$ cat src/rtl/irqsrc_pkg.sv
// Package irqsrc_pkg
// Shared widths, bit positions and the configuration record of the
// fault-input interrupt control register. Bit positions are fixed by
// software, so they are localparams and not module parameters.
package irqsrc_pkg;

    localparam int unsigned REG_W    = 8;
    localparam int unsigned LVL_W    = 3;
    localparam int unsigned POL_BIT  = 7;
    localparam int unsigned MODE_BIT = 6;
    localparam int unsigned STAT_BIT = 5;
    localparam int unsigned EN_BIT   = 4;
    localparam int unsigned CLR_BIT  = 3;

    // Software-visible configuration held in flops
    typedef struct packed {
        logic             pol;        // 1: high/rising active, 0: low/falling
        logic             edge_mode;  // 1: latch edges, 0: follow level
        logic             en;         // request enable
        logic [LVL_W-1:0] lvl;        // priority level, 0 = silent
    } src_cfg_t;

    // Polarity correction: 1 when the raw sample is the active sense
    function automatic logic is_active(input logic raw, input logic pol);
        return pol ? raw : ~raw;
    endfunction

endpackage

$ cat src/rtl/irqsrc_sync.sv
// Module irqsrc_sync
// Multi-stage synchronizer for one asynchronous input bit.
// Assumes: STAGES >= 2. RST_VAL is loaded into every stage while rst_n
// is low, so the synchronized value starts out in a known state.
module irqsrc_sync #(
    parameter int unsigned STAGES  = 2,
    parameter logic        RST_VAL = 1'b1
) (
    input  logic clk,
    input  logic rst_n,
    input  logic din,
    output logic dout
);

    logic [STAGES-1:0] chain_q;

    for (genvar i = 0; i < STAGES; i++) begin : g_stage
        if (i == 0) begin : g_first
            // First stage samples the asynchronous pin
            always_ff @(posedge clk) begin
                if (!rst_n) chain_q[i] <= RST_VAL;
                else        chain_q[i] <= din;
            end
        end else begin : g_rest
            // Later stages let any metastability settle
            always_ff @(posedge clk) begin
                if (!rst_n) chain_q[i] <= RST_VAL;
                else        chain_q[i] <= chain_q[i-1];
            end
        end
    end

    assign dout = chain_q[STAGES-1];

endmodule

$ cat src/rtl/irqsrc_cfg.sv
// Module irqsrc_cfg
// Holds the writable configuration fields and decodes a register write.
// Assumes: wr_en is already qualified by select and write strobe. The
// status bit position in the write data is ignored, because status is
// read-only. The clear bit is not stored: it leaves as a one-cycle pulse.
module irqsrc_cfg
    import irqsrc_pkg::*;
(
    input  logic             clk,
    input  logic             rst_n,
    input  logic             wr_en,
    input  logic [REG_W-1:0] wdata,
    output src_cfg_t         cfg,
    output logic             wr_clr,
    output logic             wr_mode
);

    src_cfg_t cfg_q;
    logic     wdata_unused;

    assign wdata_unused = wdata[STAT_BIT];

    // Load the configuration fields on a qualified write
    always_ff @(posedge clk) begin
        if (!rst_n) begin
            cfg_q <= '0;
        end else if (wr_en) begin
            cfg_q.pol       <= wdata[POL_BIT];
            cfg_q.edge_mode <= wdata[MODE_BIT];
            cfg_q.en        <= wdata[EN_BIT];
            cfg_q.lvl       <= wdata[LVL_W-1:0];
        end
    end

    // Clear request and the mode that the current write establishes
    always_comb begin
        wr_clr  = wr_en & wdata[CLR_BIT];
        wr_mode = wr_en ? wdata[MODE_BIT] : cfg_q.edge_mode;
    end

    assign cfg = cfg_q;

endmodule

$ cat src/rtl/irqsrc_status.sv
// Module irqsrc_status
// Produces the interrupt status from the synchronized input.
// Edge detection compares the current and the previous raw samples,
// both corrected with the current polarity. A polarity write alone
// therefore never looks like an edge. The edge latch is held at 0 in
// level mode and whenever the resulting mode is level. A clear written
// in edge mode takes priority over an edge seen in the same cycle.
// Assumes: pin_sync is already synchronous to clk.
module irqsrc_status
    import irqsrc_pkg::*;
(
    input  logic     clk,
    input  logic     rst_n,
    input  logic     pin_sync,
    input  src_cfg_t cfg,
    input  logic     wr_clr,
    input  logic     wr_mode,
    output logic     status
);

    logic prev_q;
    logic latch_q;
    logic act_now;
    logic act_prev;
    logic edge_hit;

    // Remember the previous raw sample for edge comparison
    always_ff @(posedge clk) begin
        if (!rst_n) prev_q <= 1'b1;
        else        prev_q <= pin_sync;
    end

    // Correct both samples with the same, current polarity
    always_comb begin
        act_now  = is_active(pin_sync, cfg.pol);
        act_prev = is_active(prev_q, cfg.pol);
        edge_hit = act_now & ~act_prev;
    end

    // Sticky edge latch: mode exit or clear wins over a new edge
    always_ff @(posedge clk) begin
        if (!rst_n)                          latch_q <= 1'b0;
        else if (!wr_mode || !cfg.edge_mode) latch_q <= 1'b0;
        else if (wr_clr)                     latch_q <= 1'b0;
        else if (edge_hit)                   latch_q <= 1'b1;
    end

    // Select the status source by mode
    always_comb begin
        status = cfg.edge_mode ? latch_q : act_now;
    end

endmodule

$ cat src/rtl/irqsrc_ctrl.sv
// Module irqsrc_ctrl (top)
// Control/status register for one external fault interrupt source.
// Assumes: sel, we and wdata are synchronous to clk. fault_in may be
// asynchronous. Read data is always presented; the surrounding bus
// decides when to capture it.
module irqsrc_ctrl
    import irqsrc_pkg::*;
#(
    parameter int unsigned SYNC_STAGES = 2
) (
    input  logic             clk,
    input  logic             rst_n,
    input  logic             sel,
    input  logic             we,
    input  logic [REG_W-1:0] wdata,
    output logic [REG_W-1:0] rdata,
    input  logic             fault_in,
    output logic             irq_req,
    output logic [LVL_W-1:0] irq_level
);

    src_cfg_t cfg;
    logic     wr_en;
    logic     wr_clr;
    logic     wr_mode;
    logic     pin_sync;
    logic     status;

    assign wr_en = sel & we;

    irqsrc_sync #(
        .STAGES  (SYNC_STAGES),
        .RST_VAL (1'b1)
    ) u_sync (
        .clk   (clk),
        .rst_n (rst_n),
        .din   (fault_in),
        .dout  (pin_sync)
    );

    irqsrc_cfg u_cfg (
        .clk     (clk),
        .rst_n   (rst_n),
        .wr_en   (wr_en),
        .wdata   (wdata),
        .cfg     (cfg),
        .wr_clr  (wr_clr),
        .wr_mode (wr_mode)
    );

    irqsrc_status u_status (
        .clk      (clk),
        .rst_n    (rst_n),
        .pin_sync (pin_sync),
        .cfg      (cfg),
        .wr_clr   (wr_clr),
        .wr_mode  (wr_mode),
        .status   (status)
    );

    // Assemble the read-back byte; the clear position always reads 0
    always_comb begin
        rdata                = '0;
        rdata[POL_BIT]       = cfg.pol;
        rdata[MODE_BIT]      = cfg.edge_mode;
        rdata[STAT_BIT]      = status;
        rdata[EN_BIT]        = cfg.en;
        rdata[CLR_BIT]       = 1'b0;
        rdata[LVL_W-1:0]     = cfg.lvl;
    end

    // Gate the request by enable, status and a nonzero level
    always_comb begin
        irq_req   = cfg.en & status & (cfg.lvl != '0);
        irq_level = irq_req ? cfg.lvl : '0;
    end

endmodule

$ cat config.mk
export PLATFORM = sky130hd
export DESIGN_NAME = irqsrc_ctrl
export DESIGN_NICKNAME = d
export VERILOG_FILES = /design/src/rtl/irqsrc_pkg.sv /design/src/rtl/irqsrc_sync.sv /design/src/rtl/irqsrc_cfg.sv /design/src/rtl/irqsrc_status.sv /design/src/rtl/irqsrc_ctrl.sv
export SDC_FILE = /design/constraint.sdc
export NUM_CORES = 1
export LEC_CHECK = 0
export ABC_CLOCK_PERIOD_IN_PS = 1500
export BUFFER_PORTS_ARGS = -buffer_cell sky130_fd_sc_hd__buf_2
export CAP_MARGIN = 20
export CORE_AREA = 2 2 39 41
export CTS_CLUSTER_SIZE = 16
export DETAILED_ROUTE_END_ITERATION = 6
export DIE_AREA = 0 0 41 43
export PLACE_DENSITY = 0.65
export SLEW_MARGIN = 40
export SYNTH_ARGS = -nofsm -noshare
export SYNTH_HDL_FRONTEND = slang
export SYNTH_HIERARCHICAL = 1
export SYNTH_SLANG_ARGS = --single-unit
$ cat constraint.sdc
create_clock -name clk -period 1.5 [get_ports clk]
set_clock_uncertainty 0.05 [all_clocks]
set_input_delay 0.075 -clock clk [delete_from_list [all_inputs] [get_ports clk]]
set_output_delay 0.075 -clock clk [all_outputs]
set_load 0.03 [all_outputs]
==> metrics.yaml <==
run_status:
  status: "complete, no violations"
critical_path:
  worstPathArrival_ns: 1.30
  cp-startpoint: "u_cfg/cfg[5]$_SDFFE_PN0P_"
  path_max_fanout: 5
  criticalPathCategory: "register to primary output"
  r2r-start: "u_cfg/cfg[5]$_SDFFE_PN0P_"
  worstPathRequired_ns: 1.37
  start_kind: "register"
  endpoint_kind: "primary output"
detailed_routing:
  drc: 0
  routed_wl_um: 838
  wl_per_cell_um: 9.98
  vias_per_cell: 4.46
  ant_nets: 0
  vias: 375
  dr.pass1.iters: 2
  drtIter0Drc: 2
clocking:
  htree_levels: 1
  cts_buffers: 3
  clock_latency_ns: 0.26
  cts_root_buf: "clkbuf_4"
  ctsLongestPathBuffers: 2
  cts_tree: "done"
  cts.sinks: 10
  path_clk_slew_ns: 0.07
die:
  fp.dieH_um: 43
  initial_utilization: 0.325
  die-area_mm2: 0.00176
  rows: 14
  core_area_mm2: 0.00138
  ios: 25
  die_w_um: 41
final_layout:
  utilization: 0.457
  multi_input_area_um2: 220
  final_cells: 84
  final-seq-area_um2: 203
  drive_gt1_frac: 0.485
  nets: 82
  area_growth_pct: 40.3
  num_antenna_cells: 0
  n_fill_cell: 141
  finish.instance_area_um2: 632
  final_common_cell: "buf_2"
  mostFrequentLayoutCells: "buf_2, dfxtp_1, mux2i_1, nor2b_1"
place:
  place_area_um2: 562
  placed_cells: 79
  numPortBuffers: 22
  place_congestion: 0.647
timing:
  fmax_mhz: 703
  period_share: 0.948
  finalHoldViolCount: 0
  fin_crit_ns: 1.42
  rsz0062_at_grt: "true"
  setup_viol: 0
  maxSlewViolCount: 0
power_and_ir_drop:
  leakagePower_uw: 0.000307
  powerDensity_mw_per_mm2: 970
  ir_worst_vdd_uv: 360
  finalPower_uw: 613
logic_synthesis:
  synth_cell_types: 22
  syn_area_um2: 450
  yosys-top-cells-area: "dfxtp_1, mux2i_1, nor2b_1"
  synth.yosys.seq_area_share: 0.444
  synth_top_area_share: 0.444
  synth_top_area_cell: "dfxtp_1"
  synthCells: 43
  synth_warnings: 6
  ys_ff_latch: 10
  synth.avg_cell_area_um2: 10.5
  syn_nets: 56
min_path:
  holdCritStartpoint: "rst_n"
  min_path_type: "input port to register"
global_routing:
  grt_pass1_vias: 305
  grt_max_degree: 11
  grt_use_total: 0.107
  grt_antenna_before_repair: 0
  grt.overflow.total: 0
  grt_pass1_wl_um: 1240
job:
  cap_violations: 0
==> registers in the layout (all words and copies together) (netlist names) <==
name              cells
u_sync/chain_q        1
u_sync/dout           1
u_cfg/cfg             6
u_status/prev_q       1
u_status/latch_q      1
==> worst paths after layout <==
check                             endpoint  slack [ns]  depth (start not counted)
max                                irq_req        0.08                          5
min             u_status/prev_q$_SDFF_PN1_        0.02                          2
max reg2reg  u_status/latch_q$_SDFFE_PP0P_        0.52                          2
min reg2reg         u_sync/dout$_SDFF_PN1_        0.38                          1
==> kinds of logic after synthesis <==
group           synth area share
flops                      0.444
mux                        0.144
compound gates            0.0472
buf+inv                   0.0666
xor+xnor                  0.0194
other cells              0.00833
simple gates               0.269
==> repair_timing <==
| item | 4_1_cts | 5_1_grt |
|---|---|---|
| hold buffers | 1 | 0 |
| setup buffers | 0 | 0 |
| endpoints found under the hold margin | 1 | 0 |
| setup endpoints to repair | 4 | 4 |
| gates resized for setup | 5 | 5 |
==> per-stage QoR <==
stage	hold slack, ns	setup slack [ns]	TNS (ns)
final	0.0187	0.0784	0
after global routing	0.0178	-0.00252	-0.00252
after CTS	0.0146	0.0163	0
after detailed placement	0.211	0.266	0
after global placement	0.206	0.270	0
after floorplan	0.0980	0.0418	0
==> Yosys cell counts <==
library cell,count
dfxtp_1,10
mux2i_1,5
nor2b_1,5
nand2b_1,3
and3_1,2
buf_4,2
a31oi_1,1
and2_1,1
and2_2,1
and2_4,1
and3_2,1
buf_6,1
conb_1,1
inv_1,1
mux2_4,1
nand2_1,1
nand3b_1,1
nand4b_1,1
o21ai_0,1
o311a_1,1
or3b_1,1
xor2_1,1
==> power by group <==
part / internal, uW / total, uW / switching, uW
registers: 277 / 287 / 9.77
logic: 41.5 / 89.7 / 48.2
clock network: 147 / 236 / 89.1
==> worst max-delay path, cell delays in order, from the launching register on <==
cell and delay [ns]:
dfxtp_2 0.34, xor2_1 0.16, o21ai_1 0.11, buf_4 0.13
o311a_1 0.15, buf_4 0.15
==> layout make-up <==
cell class / count / share of cell area
repair buffers: 24 / 0.236
multi-input cells: 29 / 0.349
inverters: 1 / 0.00594
well taps: 16 / 0.0317
clock buffers: 4 / 0.0574
flip-flops and latches: 10 / 0.321
==> routing by layer <==
layer | track usage | wire, um | vias up
li1 | - | - | 194
met1 | 0.123 | 363 | 162
met2 | 0.156 | 386 | 17
met3 | 0.0314 | 81 | 2
met4 | 0.0800 | 7 | 0
met5 | 0 | 0 | -
Note: power is estimated with default switching activity, not from simulation.
